<file path="src/rtl/cis_pkg.sv">
package cis_pkg;
    localparam int FRAME_W = 24;
    localparam int DATA_W  = 16;
    localparam int ADDR_W  = 7;
    localparam int N_WR    = 6;
    localparam int IDX_W   = $clog2(N_WR);

    localparam logic [ADDR_W-1:0] ALARM_ADDR = 7'h05;

    typedef enum logic [2:0] {
        ST_WAIT_CLK,
        ST_RESET,
        ST_GAP,
        ST_WRITE,
        ST_VERIFY,
        ST_ALARM,
        ST_DONE,
        ST_FAIL
    } seq_state_t;
endpackage

</file>
<file path="src/rtl/cis_reg_table.sv">
module cis_reg_table
    import cis_pkg::*;
#(
    parameter logic [DATA_W-1:0] V_0A   = 16'hF0A0,
    parameter logic [DATA_W-1:0] V_02   = 16'h3FFF,
    parameter logic [DATA_W-1:0] V_03   = 16'h1C00,
    parameter logic [DATA_W-1:0] V_00   = 16'h0284,
    parameter logic [DATA_W-1:0] V_14   = 16'h0100,
    parameter logic [DATA_W-1:0] V_01   = 16'h3033
) (
    input  logic [IDX_W-1:0]  idx,
    input  logic [2:0]        dly_sel,
    output logic [ADDR_W-1:0] addr,
    output logic [DATA_W-1:0] data
);
    logic [DATA_W-1:0] dly_word;

    // both delay fields carry the same code so every data line is aligned
    always_comb begin
        dly_word        = V_03;
        dly_word[15:13] = dly_sel;
        dly_word[9:7]   = dly_sel;
    end

    always_comb begin
        unique case (idx)
            3'd0:    begin addr = 7'h0A; data = V_0A;     end
            3'd1:    begin addr = 7'h02; data = V_02;     end
            3'd2:    begin addr = 7'h03; data = dly_word; end
            3'd3:    begin addr = 7'h00; data = V_00;     end
            3'd4:    begin addr = 7'h14; data = V_14;     end
            3'd5:    begin addr = 7'h01; data = V_01;     end
            default: begin addr = '0;    data = '0;       end
        endcase
    end
endmodule

</file>
<file path="src/rtl/cis_spi_engine.sv">
module cis_spi_engine
    import cis_pkg::*;
#(
    parameter int SCLK_DIV = 8
) (
    input  logic               clk,
    input  logic               rst_n,
    input  logic               abort,
    input  logic               start,
    input  logic [FRAME_W-1:0] frame,
    output logic               busy,
    output logic               done,
    output logic [DATA_W-1:0]  rdata,
    output logic               cs_n,
    output logic               sclk,
    output logic               mosi,
    input  logic               miso
);
    localparam int HALF = SCLK_DIV / 2;
    localparam int HW   = (HALF > 1) ? $clog2(HALF) : 1;
    localparam int BW   = $clog2(FRAME_W + 1);

    logic [FRAME_W-1:0] sh;
    logic [HW-1:0]      hcnt;
    logic [BW-1:0]      bitn;

    assign mosi = sh[FRAME_W-1];

    always_ff @(posedge clk) begin
        if (!rst_n || abort) begin
            busy  <= 1'b0;
            done  <= 1'b0;
            cs_n  <= 1'b1;
            sclk  <= 1'b0;
            sh    <= '0;
            hcnt  <= '0;
            bitn  <= '0;
            rdata <= '0;
        end else begin
            done <= 1'b0;
            if (!busy) begin
                if (start) begin
                    busy <= 1'b1;
                    cs_n <= 1'b0;
                    sh   <= frame;
                    hcnt <= '0;
                    bitn <= '0;
                    sclk <= 1'b0;
                end
            end else if (hcnt == HW'(HALF - 1)) begin
                hcnt <= '0;
                if (!sclk) begin
                    if (bitn == BW'(FRAME_W)) begin
                        busy <= 1'b0;
                        cs_n <= 1'b1;
                        done <= 1'b1;
                    end else begin
                        sclk  <= 1'b1;
                        rdata <= {rdata[DATA_W-2:0], miso};
                    end
                end else begin
                    sclk <= 1'b0;
                    sh   <= {sh[FRAME_W-2:0], 1'b0};
                    bitn <= bitn + 1'b1;
                end
            end else begin
                hcnt <= hcnt + 1'b1;
            end
        end
    end

    // clock idles low outside a frame
    p_sclk_idle_r6: assert property (@(posedge clk) disable iff (!rst_n)
        cs_n |-> !sclk);

    // data toward the converter moves only on a falling serial clock
    p_mosi_on_fall_r6: assert property (@(posedge clk) disable iff (!rst_n)
        (!cs_n && $past(!cs_n) && !$stable(mosi)) |-> $fell(sclk));
endmodule

</file>
<file path="src/rtl/cis_init_seq.sv">
module cis_init_seq
    import cis_pkg::*;
#(
    parameter int                SYS_CLK_HZ = 100_000_000,
    parameter int                RST_US     = 20,
    parameter int                GAP_CYC    = 16,
    parameter int                SCLK_DIV   = 8,
    parameter logic [DATA_W-1:0] V_0A       = 16'hF0A0,
    parameter logic [DATA_W-1:0] V_02       = 16'h3FFF,
    parameter logic [DATA_W-1:0] V_03_BASE  = 16'h1C00,
    parameter logic [DATA_W-1:0] V_00       = 16'h0284,
    parameter logic [DATA_W-1:0] V_14       = 16'h0100,
    parameter logic [DATA_W-1:0] V_01       = 16'h3033
) (
    input  logic        clk,
    input  logic        rst_n,
    input  logic        clk_ready,
    input  logic [2:0]  dly_sel,
    output logic        conv_rst_n,
    output logic        spi_cs_n,
    output logic        spi_sclk,
    output logic        spi_mosi,
    input  logic        spi_miso,
    output logic        init_done,
    output logic        init_err,
    output logic [6:0]  fail_addr
);
    localparam int RST_CYC = (SYS_CLK_HZ / 1_000_000) * RST_US;
    localparam int CNT_MAX = (RST_CYC > GAP_CYC) ? RST_CYC : GAP_CYC;
    localparam int CNT_W   = $clog2(CNT_MAX + 1);
    localparam logic [IDX_W-1:0] LAST = IDX_W'(N_WR - 1);

    seq_state_t         state, nxt;
    logic [CNT_W-1:0]   cnt;
    logic [IDX_W-1:0]   idx;
    logic               launched;
    logic               eng_start, eng_busy, eng_done;
    logic [DATA_W-1:0]  eng_rdata;
    logic [ADDR_W-1:0]  tbl_addr;
    logic [DATA_W-1:0]  tbl_data;
    logic [FRAME_W-1:0] frame;
    logic               frame_state, mismatch, alarm_bad;

    cis_reg_table #(
        .V_0A(V_0A), .V_02(V_02), .V_03(V_03_BASE),
        .V_00(V_00), .V_14(V_14), .V_01(V_01)
    ) u_table (
        .idx(idx), .dly_sel(dly_sel), .addr(tbl_addr), .data(tbl_data)
    );

    cis_spi_engine #(.SCLK_DIV(SCLK_DIV)) u_engine (
        .clk(clk), .rst_n(rst_n), .abort(!clk_ready),
        .start(eng_start), .frame(frame),
        .busy(eng_busy), .done(eng_done), .rdata(eng_rdata),
        .cs_n(spi_cs_n), .sclk(spi_sclk), .mosi(spi_mosi), .miso(spi_miso)
    );

    assign frame_state = (state == ST_WRITE) || (state == ST_VERIFY) || (state == ST_ALARM);
    assign eng_start   = frame_state && !launched && !eng_busy;
    assign mismatch    = (eng_rdata != tbl_data);
    assign alarm_bad   = (eng_rdata != '0);
    assign conv_rst_n  = !((state == ST_WAIT_CLK) || (state == ST_RESET));

    always_comb begin
        unique case (state)
            ST_WRITE:  frame = {1'b0, tbl_addr, tbl_data};
            ST_VERIFY: frame = {1'b1, tbl_addr, {DATA_W{1'b0}}};
            ST_ALARM:  frame = {1'b1, ALARM_ADDR, {DATA_W{1'b0}}};
            default:   frame = '0;
        endcase
    end

    always_comb begin
        nxt = state;
        unique case (state)
            ST_WAIT_CLK: if (clk_ready) nxt = ST_RESET;
            ST_RESET:    if (cnt == CNT_W'(RST_CYC - 1)) nxt = ST_GAP;
            ST_GAP:      if (cnt == CNT_W'(GAP_CYC - 1)) nxt = ST_WRITE;
            ST_WRITE:    if (eng_done && idx == LAST) nxt = ST_VERIFY;
            ST_VERIFY:   if (eng_done) begin
                             if (mismatch)         nxt = ST_FAIL;
                             else if (idx == LAST) nxt = ST_ALARM;
                         end
            ST_ALARM:    if (eng_done) nxt = alarm_bad ? ST_FAIL : ST_DONE;
            ST_DONE:     nxt = ST_DONE;
            ST_FAIL:     nxt = ST_FAIL;
            default:     nxt = ST_WAIT_CLK;
        endcase
        if (!clk_ready) nxt = ST_WAIT_CLK;
    end

    // state register and sequencing counters
    always_ff @(posedge clk) begin
        if (!rst_n) begin
            state    <= ST_WAIT_CLK;
            cnt      <= '0;
            idx      <= '0;
            launched <= 1'b0;
        end else begin
            state <= nxt;
            if (nxt != state) begin
                cnt      <= '0;
                idx      <= '0;
                launched <= 1'b0;
            end else begin
                if (state == ST_RESET || state == ST_GAP) cnt <= cnt + 1'b1;
                if (eng_done)       idx      <= idx + 1'b1;
                if (eng_done)       launched <= 1'b0;
                else if (eng_start) launched <= 1'b1;
            end
        end
    end

    // status outputs
    always_ff @(posedge clk) begin
        if (!rst_n || !clk_ready) begin
            init_done <= 1'b0;
            init_err  <= 1'b0;
            fail_addr <= '0;
        end else if (eng_done) begin
            if (state == ST_VERIFY && mismatch) begin
                init_err  <= 1'b1;
                fail_addr <= tbl_addr;
            end else if (state == ST_ALARM) begin
                if (alarm_bad) begin
                    init_err  <= 1'b1;
                    fail_addr <= ALARM_ADDR;
                end else begin
                    init_done <= 1'b1;
                end
            end
        end
    end

    p_hold_until_ready_r1: assert property (@(posedge clk) disable iff (!rst_n)
        !clk_ready |=> (!conv_rst_n && spi_cs_n));

    p_no_access_in_reset_r2: assert property (@(posedge clk) disable iff (!rst_n)
        !conv_rst_n |-> spi_cs_n);

    p_done_held_r9: assert property (@(posedge clk) disable iff (!rst_n)
        (init_done && clk_ready) |=> init_done);

    p_abort_clears_r10: assert property (@(posedge clk) disable iff (!rst_n)
        !clk_ready |=> (!init_done && !init_err && fail_addr == 7'h00));

    p_flags_exclusive_r11: assert property (@(posedge clk) disable iff (!rst_n)
        !(init_done && init_err));
endmodule

</file>
<file path="config.mk">
export PLATFORM = sky130hd
export DESIGN_NAME = cis_init_seq
export DESIGN_NICKNAME = d
export VERILOG_FILES = /design/src/rtl/cis_pkg.sv /design/src/rtl/cis_reg_table.sv /design/src/rtl/cis_spi_engine.sv /design/src/rtl/cis_init_seq.sv
export SDC_FILE = /design/constraint.sdc
export NUM_CORES = 1
export LEC_CHECK = 0
export BUFFER_PORTS_ARGS = -buffer_cell sky130_fd_sc_hd__buf_2
export CORE_MARGIN = 2
export CORE_UTILIZATION = 60
export CTS_CLUSTER_DIAMETER = 30
export DETAILED_ROUTE_END_ITERATION = 8
export PLACE_DENSITY = 0.78
export SLEW_MARGIN = 20
export SYNTH_ARGS = -nofsm -noshare
export SYNTH_HDL_FRONTEND = slang
export SYNTH_HIERARCHICAL = 1
export SYNTH_SLANG_ARGS = --single-unit
export TNS_END_PERCENT = 1
</file>
<file path="constraint.sdc">
create_clock -name clk -period 7.7 [get_ports clk]
set_input_delay 1.155 -clock clk [delete_from_list [all_inputs] [get_ports clk]]
set_output_delay 1.155 -clock clk [all_outputs]
set_load 0.01 [all_outputs]
</file>
==> results of run 1 <==
state kept, by name, indices dropped and copies added (netlist names), 2 cells and up:
signal and count:
u_engine/sh 24, state 3, u_engine/hcnt 2, fail_addr 7, cnt 11, u_engine/bitn 5, u_engine/rdata 16, idx 3
metrics by stage:
step / util, % / cells / hold WS, ns / instance area, um2 / total power [W]
after floorplan: - / 485 / 0.448 / 4460 / 0.000433
after global placement: 60.8 / 562 / 0.431 / 4380 / 0.000436
after detailed placement: 60.8 / 562 / 0.444 / 4380 / 0.000437
after CTS: 62.9 / 576 / 0.462 / 4540 / 0.000693
after global routing: 62.9 / 576 / 0.489 / 4540 / 0.000711
final: 62.9 / 576 / 0.456 / 4540 / 0.000687
power breakdown:
| part | internal [W] | total (W) | leakage (nW) | switching, W |
|---|---|---|---|---|
| combinational | 0.00000648 | 0.0000218 | 0.765 | 0.0000153 |
| sequential | 0.000404 | 0.000406 | 0.629 | 0.00000257 |
| clock | 0.000122 | 0.000259 | 0.0821 | 0.000137 |
path summary, 6_finish.rpt:
path / endpoint / from / depth (start not counted)
worst max-delay path: idx[1]$_SDFFE_PP0P_ / idx[0]$_SDFFE_PP0P_ / 8
worst min-delay path: u_engine/cs_n$_SDFFE_PP1P_ / u_engine/cs_n$_SDFFE_PP1P_ / 1
worst min register to register: u_engine/cs_n$_SDFFE_PP1P_ / u_engine/cs_n$_SDFFE_PP1P_ / 1
worst max register to register: idx[1]$_SDFFE_PP0P_ / idx[0]$_SDFFE_PP0P_ / 8
cells in the mapped netlist, types with 6 or more instances:
cell type   n  share of area, %
nor4_1      7              0.98
xnor2_1    22               4.3
nor3_1     24               2.7
dfxtp_1    78                35
and3_1     18               2.5
mux2i_1    28               6.3
nand3_1    30               3.4
nor2_1     26               2.2
buf_6       9               2.3
ha_1        6               1.7
o21ai_0    22               2.5
a211oi_2   20               5.6
a211oi_1    7               1.2
xor2_1      7               1.4
a21oi_1    31               3.5
or3_1       6              0.84
nand2_1    14               1.2
inv_1       9              0.76
buf_2      13               1.5
buf_4      13               2.2
nand4_1     7              0.98
nor3_2     18               4.0
nor2b_1    10               1.4
logic make-up (layout without fill, tap and decap cells):
group / count (synthesis) / in the layout / synth area share [%]
compound gates: 101 / 101 / 17.5
xor+xnor: 29 / 29 / 5.70
fa+ha+maj: 6 / 6 / 1.69
buf+inv: 53 / 45 / 7.95
flops: 78 / 78 / 35.1
mux: 28 / 28 / 6.29
other cells: 1 / 2 / 0.0842
simple gates: 188 / 188 / 25.7
metal layers:
metal	GRT usage (%)	vias to the layer above	routed length, um
li1	-	1735	-
met1	32.3	1732	4360
met2	35.7	90	4410
met3	3.35	20	334
met4	10.6	0	214
met5	0	-	0
critical path, delay by kind of cell (launching register included):
kind            cells  cell delay, ns
xor+xnor            1            0.13
flops               1            0.68
simple gates        5            1.79
compound gates      2            0.84
layout make-up:
| class | count | share of cell area (%) |
|---|---|---|
| multi-input combinational | 354 | 56.1 |
| sequential | 78 | 34.4 |
| clock buffer | 12 | 3.20 |
| tap | 99 | 2.73 |
| timing repair buffer | 22 | 2.59 |
| inverter | 9 | 0.744 |
| clock inverter | 2 | 0.221 |
==> metrics.yaml, run 1 <==
outcome: "complete, no violations"
crit_top_cell: "or3_1"
start_util_pct: 61.7
post_cts_resized: 0
grtUsageTotal_pct: 23.2
irDropWorstVdd_v: 0.0000911
cts_num_sinks: 78
die_h_um: 90.2
place_ws_ns: 3.99
cts_buffers: 9
synth_warnings: 6
htree_levels: 3
grt-ovfl-total: 0
critPathMaxStageDelay_ns: 0.72
rsz0062_at_grt: "no"
crit_fanout: 17
drt_iter0_markers: 159
post-route-min-period_ns: 3.54
ys_seq_area_share_pct: 35.1
core.rowCount: 31
required_ns: 7.94
crit_path_top_delay_cell: "nor3b_1"
mostFrequentLayoutCells: "dfxtp_1 (77), a21oi_1 (31), nand3_1 (30), mux2i_1 (28), nor2_1 (26)"
regArea_um2: 1560
cts_buffer_depth: 2
setup_tns_ns: 0
drv_slew: 0
timing_worst_slew_pin_value_ns: 1.00
clock_latency_ns: 0.34
coreArea_um2: 7210
fill_cells: 631
routedWlPerCell_um: 16.2
cts_hold_buf: 0
clock_skew_ns: 0.00685
hold_class: "reg -> reg"
fin_crit_sh_pct: 46.0
maxCapViolCount: 0
finalHoldViolCount: 0
crit_chain: "nor3b_1 -> or3_1 -> xnor2_1 -> nand4_1 -> nor4_1 -> or3_1 -> a31oi_2 -> a2111oi_2"
synth_cell_types: 59
wirelength_um: 9310
ys.flop_type: "dfxtp_1"
p_leak_nw: 1.48
drcViolationCount: 0
async_flop_share_pct: 0
final_common_cell: "dfxtp_1"
fmax_mhz: 282
synth_area_per_cell_um2: 9.20
ys_seq_elements: 78
p_per_area_nw_per_um2: 151
clockRootBuffer: "clkbuf_8"
arrival_ns: 3.78
synth_area_um2: 4450
dr_total_vias: 3577
cts_tree: "yes"
grt_max_degree: 40
setup-violations-final: 0
synth_edf_count: 0
via_per_inst: 6.21
design.final.nets: 487
relSlewSlack_pct: 32.8
r2r_slack_ns: 4.16
portBuffers: 19
num_antenna_cells: 0
synthesis.instances: 484
multi_input_area_um2: 2550
ant_nets: 0
gp_congestion: 0.908
crit_type: "reg -> reg"
endpoint_kind: "register"
layout_setup_ws_ns: 4.16
die_width_um: 90.2
firstDrtPassIters: 4
drive_gt1_share_pct: 18.7
antenna_found_initial: 0
cts.clk_slew.worst_paths_ns: 0.07
grt_pass1_vias: 3257
area_growth_pct: 1.91
die_area_um2: 8130
hpwl_um: 6240
start_kind: "register"
post_cts_buffers: 0
io_pins: 20
grt_first_pass_wirelength_um: 15700
Power figures use the tool's default switching activity.
==> run 2, diff against run 1 <==
Settings changed: ABC_AREA from default to 1, CORE_UTILIZATION 60 to 56, PLACE_DENSITY 0.78 to 0.77.
Clock period 7.7 ns to 2.9 ns, I/O delays scaled along.
==> metrics.yaml, run 2 <==
outcome: "complete, no violations"
synth_simple_gate_area_share_pct: 38.5
cts_num_sinks: 78
cts_buffers: 9
endpoint_kind: "register"
wirelength_um: 9680
core.rowCount: 32
htree_levels: 3
use_met2_pct: 41.9
post-route-min-period_ns: 2.49
dr_total_vias: 4076
ys_seq_elements: 78
grt_max_degree: 29
hold_class: "in -> reg"
rsz0062_at_grt: "no"
grt-ovfl-total: 0
area_growth_pct: 4.94
crit_path_top_delay_cell: "dfxtp_1"
grtUsageMet3_pct: 3.66
ys_seq_area_share_pct: 35.6
firstDrtPassIters: 5
setup-violations-final: 0
die_width_um: 92.4
drcViolationCount: 0
synth_largest_area_cell: "dfxtp_1"
drive_gt1_share_pct: 10.6
crit_chain: "nor2_2 -> nand3_1 -> o21ai_1 -> inv_1 -> nand2_1 -> nand2_1 -> nor2_1 -> nand2_1 -> nor2_1 -> nand2_1 -> nand3_1 -> nand2_1 -> nand3_1 -> nand3_2 -> nor3_1"
comb_power_share_pct: 3.3
seqPwrFrac_pct: 56.1
io_pins: 20
use_met1_pct: 29.3
post_cts_resized: 0
cts_tree: "yes"
crit_top_cell: "nand2_1"
clockRootBuffer: "clkbuf_8"
crit_family: "simple AND/OR/NAND/NOR gates"
grt_first_pass_wirelength_um: 16900
clock_latency_ns: 0.36
p_per_area_nw_per_um2: 416
path_buf_inv: 1
mostFrequentLayoutCells: "nand2_1 (196), nor2_1 (115), dfxtp_1 (78), inv_1 (75), nand3_1 (41)"
largest_reg_flops: 24
synthesis.instances: 678
power_frac_clock_pct: 40.6
multi_input_area_um2: 2290
required_ns: 3.16
regMostFlops: "u_engine/sh"
cts_hold_buf: 0
synth_top_area_share_pct: 35.6
cts.clk_slew.worst_paths_ns: 0.08
yosys-mux-area-fraction_pct: 0.229
start_util_pct: 57.3
swShare_pct: 23.1
grt-busiest-layer: "met2"
fmax_mhz: 401
power.switching_w: 0.000442
design.final.nets: 697
synth.area.top_cells: "dfxtp_1 (36%), nand2_1 (17%), nor2_1 (9.9%)"
regArea_um2: 1560
final_util_pct: 60.1
p_leak_nw: 1.96
synth_edf_count: 0
routedWlPerCell_um: 12.3
die_area_um2: 8550
finalHoldViolCount: 0
biggestRegsByFlops: "u_engine/sh: 24 flops, u_engine/rdata: 16 flops, cnt: 11 flops"
synthAdderAreaFrac_pct: 1.71
ys.flop_type: "dfxtp_1"
die_h_um: 92.4
hpwl_um: 6920
async_flop_share_pct: 0
num_antenna_cells: 0
gp_congestion: 0.889
start_kind: "register"
crit_type: "reg -> reg"
synth_commonest_cells: "nand2_1 (196), nor2_1 (115), dfxtp_1 (78), inv_1 (75), nand3_1 (41)"
fin_crit_sh_pct: 86.0
crit_fanout: 15
irDropWorstVdd_v: 0.000276
total_power_w: 0.00191
yosysMostFrequentCell: "nand2_1"
timing_worst_slew_pin_value_ns: 0.760
synth_area_per_cell_um2: 6.46
synth_warnings: 6
relSlewSlack_pct: 49.3
internal_power_w: 0.00147
antenna_found_initial: 0
setup_tns_ns: 0
critPathMaxStageDelay_ns: 0.40
grt_pass1_vias: 3912
maxCapViolCount: 0
synth_cell_types: 36
synth_compound_area_share_pct: 9.34
via_per_inst: 5.17
fill_cells: 739
clock_skew_ns: 0.0110
post_cts_buffers: 0
drt_iter0_markers: 145
ant_nets: 0
grtUsageTotal_pct: 24.2
coreArea_um2: 7650
final_common_cell: "nand2_1"
cts_buffer_depth: 2
synth_area_um2: 4380
portBuffers: 19
synth-xor-area-share_pct: 2.40
synth_top_family_by_area: "simple AND/OR/NAND/NOR gates"
drv_slew: 0
arrival_ns: 2.75
-- run 2: changes by cell type after synthesis, sizes merged, moves of 9 or more --
cell | previous run | this run
nand2 | 15 | 203
nor2 | 26 | 117
inv | 9 | 84
mux2i | 28 | 1
a211oi | 27 | 1
nor3 | 42 | 18
and3 | 18 | 0
xnor2 | 22 | 5
nand3 | 30 | 45
o21ai | 22 | 36
nor2b | 11 | 0
buf | 35 | 26
-- run 2: worst min-delay path, delay by kind of cell --
kind	cells	cell delay [ns]
AO/OA/AOI/OAI	1	0.06
buffers and inverters	1	0.10
AND/OR/NAND/NOR	1	0.07
-- run 2: layer usage --
| metal | routed length (um) | part of all wire [%] |
|---|---|---|
| met1 | 4390 | 45 |
| met2 | 4650 | 48 |
| met3 | 419 | 4.3 |
| met4 | 223 | 2.3 |
| met5 | 0 | 0 |
-- run 2: kinds of logic (layout without fill, tap and decap cells) --
logic type,after synthesis,after routing
flip-flops,78,78
multiplexers,1,1
buffers and inverters,113,121
XOR/XNOR,12,12
AND/OR/NAND/NOR,389,389
AO/OA/AOI/OAI,78,78
adder cells (fa/ha/maj),6,6
other,1,2
-- run 2: path summary, 6_finish.rpt --
check / cells after the start / slack (ns) / from / endpoint
worst max-delay path: 15 / 0.41 / idx[2]$_SDFFE_PP0P_ / idx[2]$_SDFFE_PP0P_
worst min-delay path: 3 / 0.35 / spi_miso / u_engine/rdata[0]$_SDFFE_PP0P_
worst max register to register: 15 / 0.41 / idx[2]$_SDFFE_PP0P_ / idx[2]$_SDFFE_PP0P_
worst min register to register: 2 / 0.47 / fail_addr[5]$_SDFFE_PP0P_ / fail_addr[5]$_SDFFE_PP0P_
-- run 2: cell type report --
type                            instances  area share [%]
Tap cell                              102            2.78
Timing Repair Buffer                   22            2.56
Inverter                               85            6.94
Sequential cell                        78            34.0
Clock inverter                          5            1.14
Clock buffer                            9            2.69
Multi-Input combinational cell        488            49.9
-- run 2: power groups by stage --
| stage | Clock (W) | Sequential [W] | Combinational, W |
|---|---|---|---|
| after floorplan | 0 | 0.00110 | 0.0000508 |
| after global placement | 0 | 0.00110 | 0.0000599 |
| after detailed placement | 0 | 0.00110 | 0.0000613 |
| after CTS | 0.000793 | 0.00107 | 0.0000618 |
| after global routing | 0.000830 | 0.00107 | 0.0000692 |
| final | 0.000776 | 0.00107 | 0.0000624 |
-- run 2: stage by stage --
step / std cells / setup WS, ns / cell area [um2] / hold slack [ns]
after floorplan: 679 / 0.939 / 4380 / 0.439
after global placement: 775 / 0.566 / 4420 / 0.450
after detailed placement: 775 / 0.448 / 4420 / 0.455
after CTS: 789 / 0.439 / 4600 / 0.345
after global routing: 789 / 0.0955 / 4600 / 0.383
final: 789 / 0.407 / 4600 / 0.346
